`config.mk`:
```
export PLATFORM = sky130hd
export DESIGN_NAME = window_gate
export DESIGN_NICKNAME = d
export VERILOG_FILES = /design/src/rtl/wgate_pkg.sv /design/src/rtl/gate_counter.sv /design/src/rtl/window_gate.sv
export SDC_FILE = /design/constraint.sdc
export NUM_CORES = 1
export LEC_CHECK = 0
export ABC_AREA = 1
export ABC_CLOCK_PERIOD_IN_PS = 2800
export BUFFER_PORTS_ARGS = -buffer_cell sky130_fd_sc_hd__buf_2
export CORE_ASPECT_RATIO = 2
export CORE_MARGIN = 5
export CORE_UTILIZATION = 53
export CTS_CLUSTER_DIAMETER = 60
export CTS_CLUSTER_SIZE = 8
export DETAILED_ROUTE_END_ITERATION = 10
export PLACE_DENSITY = 0.81
export SYNTH_ARGS = -nofsm -noshare
export SYNTH_HDL_FRONTEND = slang
export SYNTH_SLANG_ARGS = --single-unit
```
`constraint.sdc`:
```
create_clock -name clk -period 2.8 [get_ports clk]
set_input_delay 0.28 -clock clk [delete_from_list [all_inputs] [get_ports clk]]
set_output_delay 0.28 -clock clk [all_outputs]
set_load 0.01 [all_outputs]
```
`src/rtl/wgate_pkg.sv`:
```
package wgate_pkg;
    typedef enum logic [1:0] {
        ST_IDLE = 2'd0,
        ST_REQ  = 2'd1,
        ST_PASS = 2'd2,
        ST_DROP = 2'd3
    } gate_st_e;
endpackage

```
`src/rtl/gate_counter.sv`:
```
module gate_counter #(
    parameter int W = 16
) (
    input  logic         clk,
    input  logic         rst_n,
    input  logic         clear,
    input  logic         step,
    input  logic [W-1:0] limit,
    output logic [W-1:0] count,
    output logic         at_last
);
    logic [W-1:0] count_d, count_q;

    always_comb begin
        count_d = count_q;
        if (clear)
            count_d = '0;
        else if (step)
            count_d = count_q + 1'b1;
    end

    always_ff @(posedge clk) begin
        if (!rst_n)
            count_q <= '0;
        else
            count_q <= count_d;
    end

    assign count   = count_q;
    assign at_last = (limit != '0) && (count_q == limit - 1'b1);


    count_bound_chk: assert property (@(posedge clk) disable iff (!rst_n)
        (step && !clear && limit != '0) |-> (count_q < limit));
endmodule

```
`src/rtl/window_gate.sv`:
```
module window_gate #(
    parameter int DATA_W = 32,
    parameter int CNT_W  = 16,
    parameter int WIN_W  = 8
) (
    input  logic              clk,
    input  logic              rst_n,
    input  logic              start,
    input  logic [CNT_W-1:0]  pass_len,
    input  logic [CNT_W-1:0]  drop_len,
    input  logic [WIN_W-1:0]  num_windows,
    input  logic              reload_en,
    output logic              lim_req,
    input  logic              lim_ack,
    input  logic [CNT_W-1:0]  lim_val,
    output logic              busy,
    output logic              done,
    input  logic [DATA_W-1:0] s_tdata,
    input  logic              s_tvalid,
    output logic              s_tready,
    output logic [DATA_W-1:0] m_tdata,
    output logic              m_tvalid,
    input  logic              m_tready,
    output logic              m_tlast
);
    import wgate_pkg::*;

    typedef struct packed {
        gate_st_e         st;
        logic [CNT_W-1:0] pass_lim;
        logic [CNT_W-1:0] drop_lim;
        logic [WIN_W-1:0] win_lim;
        logic             reload;
        logic             done;
    } gate_regs_t;

    gate_regs_t r_d, r_q;

    logic             hs;
    logic             end_pass, next_win;
    logic             beat_clr, beat_step, beat_last;
    logic             win_clr, win_step, win_last;
    logic [CNT_W-1:0] beat_lim, beat_cnt;
    logic [WIN_W-1:0] win_cnt;

    assign hs       = s_tvalid && s_tready;
    assign beat_lim = (r_q.st == ST_DROP) ? r_q.drop_lim : r_q.pass_lim;

    gate_counter #(.W(CNT_W)) u_beat_ctr (
        .clk(clk), .rst_n(rst_n), .clear(beat_clr), .step(beat_step),
        .limit(beat_lim), .count(beat_cnt), .at_last(beat_last)
    );

    gate_counter #(.W(WIN_W)) u_win_ctr (
        .clk(clk), .rst_n(rst_n), .clear(win_clr), .step(win_step),
        .limit(r_q.win_lim), .count(win_cnt), .at_last(win_last)
    );

    always_comb begin
        r_d       = r_q;
        s_tready  = 1'b0;
        m_tvalid  = 1'b0;
        m_tlast   = 1'b0;
        lim_req   = 1'b0;
        beat_clr  = 1'b0;
        beat_step = 1'b0;
        win_clr   = 1'b0;
        win_step  = 1'b0;
        end_pass  = 1'b0;
        next_win  = 1'b0;

        case (r_q.st)
            ST_IDLE: begin
                if (start) begin
                    r_d.pass_lim = pass_len;
                    r_d.drop_lim = drop_len;
                    r_d.win_lim  = num_windows;
                    r_d.reload   = reload_en;
                    r_d.done     = 1'b0;
                    beat_clr     = 1'b1;
                    win_clr      = 1'b1;
                    if (num_windows == '0)
                        r_d.done = 1'b1;
                    else
                        r_d.st = reload_en ? ST_REQ : ST_PASS;
                end
            end
            ST_REQ: begin
                lim_req = 1'b1;
                if (lim_ack) begin
                    r_d.pass_lim = lim_val;
                    r_d.st       = ST_PASS;
                end
            end
            ST_PASS: begin
                if (r_q.pass_lim == '0) begin
                    end_pass = 1'b1;
                end else begin
                    s_tready = m_tready;
                    m_tvalid = s_tvalid;
                    m_tlast  = s_tvalid && win_last && beat_last;
                    if (hs) begin
                        if (beat_last) begin
                            beat_clr = 1'b1;
                            end_pass = 1'b1;
                        end else begin
                            beat_step = 1'b1;
                        end
                    end
                end
            end
            ST_DROP: begin
                if (r_q.drop_lim == '0) begin
                    next_win = 1'b1;
                end else begin
                    s_tready = 1'b1;
                    if (hs) begin
                        if (beat_last) begin
                            beat_clr = 1'b1;
                            next_win = 1'b1;
                        end else begin
                            beat_step = 1'b1;
                        end
                    end
                end
            end
            default: r_d.st = ST_IDLE;
        endcase

        if (end_pass) begin
            if (win_last) begin
                r_d.st   = ST_IDLE;
                r_d.done = 1'b1;
            end else begin
                r_d.st = ST_DROP;
            end
        end

        if (next_win) begin
            win_step = 1'b1;
            r_d.st   = r_q.reload ? ST_REQ : ST_PASS;
        end
    end

    always_ff @(posedge clk) begin
        if (!rst_n) begin
            r_q.st       <= ST_IDLE;
            r_q.pass_lim <= '0;
            r_q.drop_lim <= '0;
            r_q.win_lim  <= '0;
            r_q.reload   <= 1'b0;
            r_q.done     <= 1'b0;
        end else begin
            r_q <= r_d;
        end
    end

    assign m_tdata = s_tdata;
    assign busy    = (r_q.st != ST_IDLE);
    assign done    = r_q.done;


    fwd_consumes_chk: assert property (@(posedge clk) disable iff (!rst_n)
        (m_tvalid && m_tready) |-> (s_tvalid && s_tready));

    idle_stall_chk: assert property (@(posedge clk) disable iff (!rst_n)
        !busy |-> (!s_tready && !m_tvalid && !lim_req));

    done_idle_chk: assert property (@(posedge clk) disable iff (!rst_n)
        done |-> !busy);

    last_valid_chk: assert property (@(posedge clk) disable iff (!rst_n)
        m_tlast |-> m_tvalid);

    end_after_last_chk: assert property (@(posedge clk) disable iff (!rst_n)
        (m_tlast && m_tready) |=> (!busy && done));

    req_hold_chk: assert property (@(posedge clk) disable iff (!rst_n)
        (lim_req && !lim_ack) |=> lim_req);
endmodule

```
==> summary.md <==
| Metric | Value |
|---|---|
| Clock buffer count from CTS | 9 |
| Final critical-path share of the clock period | 100% |
| Final worst slack | -0.00617 ns |
| I/O pin count | 133 |
| Total design power | 5.92 mW |
| # diodes | 0 |
| Initial antenna violation count | 0 |
| Hold buffer count at cts | 0 |
| Core Region | 8710 um^2 |
| Root buffer cell | sky130_fd_sc_hd__clkbuf_16 |
| Pin count of the biggest net entering global routing | between 40 and 50 |
| Vias per inst | approximately 5.8 |
| Endpoint class of the critical path | output port |
| Data arrival time at the worst-slack endpoint | between 2 and 3 ns |
| Final Max Slew Viols | 0 |
| Type of the setup path with the least slack | register to output port |
| Sequential fraction of the synthesis area | slightly below 30% |
| Number of sinks driven by the clock tree | about 70 |
| Cell type with the largest total area after synthesis | sky130_fd_sc_hd__dfxtp_1 |
| DR DRC count | 0 |
| Site Rows | 48 |
| Final Instance Area | about 5600 um^2 |
| Iteration-0 DRC count of the detailed router | between 300 and 400 |
| #FFs+latches synth | slightly below 70 |
| First-pass GRT wire length | 23200 um |
| Fill cell instance count of the final layout | approximately 730 |
| Leakage dissipation | 2.55 nW |
| Distinct cell type count of the synthesized netlist | 36 |
| HPWL after detailed placement | roughly 11000 um |
| DIE AREA | about 11000 um^2 |
| PortBufs | 68 |
| Slew at the pin closest to its max-slew limit | between 0.9 and 1 ns |
| Via count | 5237 |
| Commonest non-fill, non-tap cells in the layout | sky130_fd_sc_hd__nand2_1, sky130_fd_sc_hd__inv_1, sky130_fd_sc_hd__buf_2, sky130_fd_sc_hd__dfxtp_1, sky130_fd_sc_hd__nor2_1 |
| Outcome | finished, violations left |
| Category of the worst setup path launch point | register |
| Biggest area contributors in the synthesized netlist | sky130_fd_sc_hd__dfxtp_1, sky130_fd_sc_hd__nand2_1, sky130_fd_sc_hd__nand3_1 |
| Tot GR Track Use | 26.4% |
| Pre-antenna DRT Iters | 8 |
| Setup TNS | -0.00617 ns |
| Residual antenna-violating net count after detailed routing | 0 |
| Post-layout minimum cycle time | 2.81 ns |
| Worst ir drop on vdd | around 690 uV |
| Total number of yosys warnings | 0 |
| Clock tree from TritonCTS | done |
| Most frequent standard cell in the layout excluding fill and tap cells | sky130_fd_sc_hd__nand2_1 |
| Failing checks | negative setup slack |
| Clock slew at reported path FFs | approximately 0.060 ns |
| Highest clock rate | 356 MHz |
| Layout-stage area growth over the synthesis result | 17.5% |
| Floorplan die width | about 77 um |
| Total nets after synthesis | approximately 840 |
| Post-Syn Area | 4720 um^2 |
| Fraction of layout cells with a size suffix above 1 | 23.0% |
| Final Skew | about 0.0069 ns |
| Count of max-cap constraint violations | 0 |
| Critical Path RT | around 2.5 ns |
| Class of the tightest hold or removal check | input port to register |
| Wire length reported by the detailed router | ~15000 um |
| Syn avg cell area | 6.36 um^2 |
| GRT overflow | 0 |
| RSZ-0062 raised after global routing | true |
| Largest fanout on the critical path | 8 |
| Slew margin rel. | between 30 and 40% |
| Final RePlAce weighted congestion | 0.950 |
| Wire length per cell after detailed routing | 16.4 um |
| Proportion of netlist area held by the largest area contributor | 28.8% |
| Maximum level of the CTS H-tree | 3 |
| Gate Count Post-Synth | ~740 |
| Max Root-Sink Buffers | 2 |
| Number of global-route vias before repair | 5028 |
| Utilization after layout | 63.8% |
| Number of nets in the final layout | 900 |
| Starting density of the core | between 50% and 60% |
| Final setup violating endpoints | 1 |
| Vertical die dimension | 144 um |
| Hold violation total from the final report | 0 |
| Power density relative to cell area | ~1100 nW/um^2 |
| Cell Area, Placed | 4980 um^2 |
| Clock insertion delay at the later pin of the skew report | 0.35 ns |
critical path, stage by stage (launching register included):
cell and delay, ns:
sky130_fd_sc_hd__dfxtp_4 0.41, sky130_fd_sc_hd__nand2_8 0.08, sky130_fd_sc_hd__buf_4 0.16, sky130_fd_sc_hd__buf_4 0.16
sky130_fd_sc_hd__nand2_1 0.07, sky130_fd_sc_hd__nand2_2 0.08, sky130_fd_sc_hd__nor2_2 0.12, sky130_fd_sc_hd__nand2_2 0.10
sky130_fd_sc_hd__nor2_2 0.13, sky130_fd_sc_hd__nand3_1 0.09, sky130_fd_sc_hd__nand3_1 0.14, sky130_fd_sc_hd__nand2_1 0.09
sky130_fd_sc_hd__nor2_2 0.13, sky130_fd_sc_hd__nand3_2 0.11, sky130_fd_sc_hd__nor2_2 0.14, sky130_fd_sc_hd__buf_2 0.16
per-layer routing:
layer / up-vias / track usage (%) / part of all wire, %
li1: 2516 / - / -
met1: 2380 / 24.5 / 34
met2: 249 / 49.6 / 54
met3: 92 / 4.45 / 4.8
met4: 0 / 20.9 / 7.5
met5: - / 0 / 0
what timing repair did:
action	CTS	global route
buffers inserted	0	8
endpoints found under the setup margin	18	20
gates cloned	0	1
resized for setup	17	25
pin swaps	11	20
logic make-up (layout without fill, tap and decap cells):
group                      after synthesis  count (layout)  synth area share [%]
buffers and inverters                  135             197                  14.6
and+or+nand+nor                        389             389                  37.2
xor gates and xnor gates                19              19                  3.52
DFF                                     68              68                  28.8
adders and majority gates                5               5                  1.32
AOI/OAI and AO/OA                      127             127                  14.6
report_power, final:
| part | switching [mW] | leakage (nW) | total, mW | internal, mW |
|---|---|---|---|---|
| clock | 0.467 | 0.166 | 1.34 | 0.875 |
| combinational | 2.02 | 1.83 | 3.14 | 1.12 |
| sequential | 0.248 | 0.559 | 1.44 | 1.19 |
| total | 2.74 | 2.55 | 5.92 | 3.18 |
flip-flops by register name, indices dropped and copies added (netlist names):
signal and flops:
done 1, u_win_ctr.count 8, u_beat_ctr.count 16, r_q 43
path summary, 6_finish.rpt:
kind                startpoint  depth (start not counted)            endpoint  slack [ns]
setup / recovery       r_q[42]                         15             m_tlast      -0.006
hold / removal    drop_len[14]                          3             r_q[24]        0.16
setup reg to reg       r_q[42]                         20  u_win_ctr.count[7]        0.03
hold reg to reg        r_q[11]                          2             r_q[11]        0.48
synth_stat cells, drive strengths merged:
| master | n |
|---|---|
| nor3 | 12 |
| o21bai | 1 |
| dfxtp | 68 |
| inv | 79 |
| nor4 | 14 |
| o21ai | 58 |
| clkbuf | 15 |
| a22oi | 12 |
| nand2 | 198 |
| nor3b | 2 |
| or2 | 2 |
| nand3b | 3 |
| a21oi | 48 |
| nor2 | 83 |
| a31oi | 6 |
| buf | 41 |
| nand3 | 65 |
| ha | 5 |
| xnor2 | 6 |
| o22ai | 1 |
| nand4 | 10 |
| o2111ai | 1 |
| xor2 | 13 |
final cells by class:
class                      count  area, um^2  area share, %
clock buffer                   9         225           4.06
clock inverter                 7         124           2.23
inverter                      79         297           5.34
multi-input combinational    540        2810           50.7
sequential                    68        1370           24.7
tap                          100         125           2.25
timing repair buffer         102         601           10.8
stage by stage:
| stage | hold WS [ns] | setup slack, ns | cells |
|---|---|---|---|
| finish | 0.156 | -0.00617 | 905 |
| global route | 0.163 | -0.108 | 905 |
| CTS | 0.161 | 0.0104 | 896 |
| detailed placement | 0.475 | -0.129 | 880 |
| global placement | 0.475 | -0.00583 | 880 |
| floorplan | 0.412 | 0.272 | 743 |
Note: power is estimated with default switching activity, not from simulation.
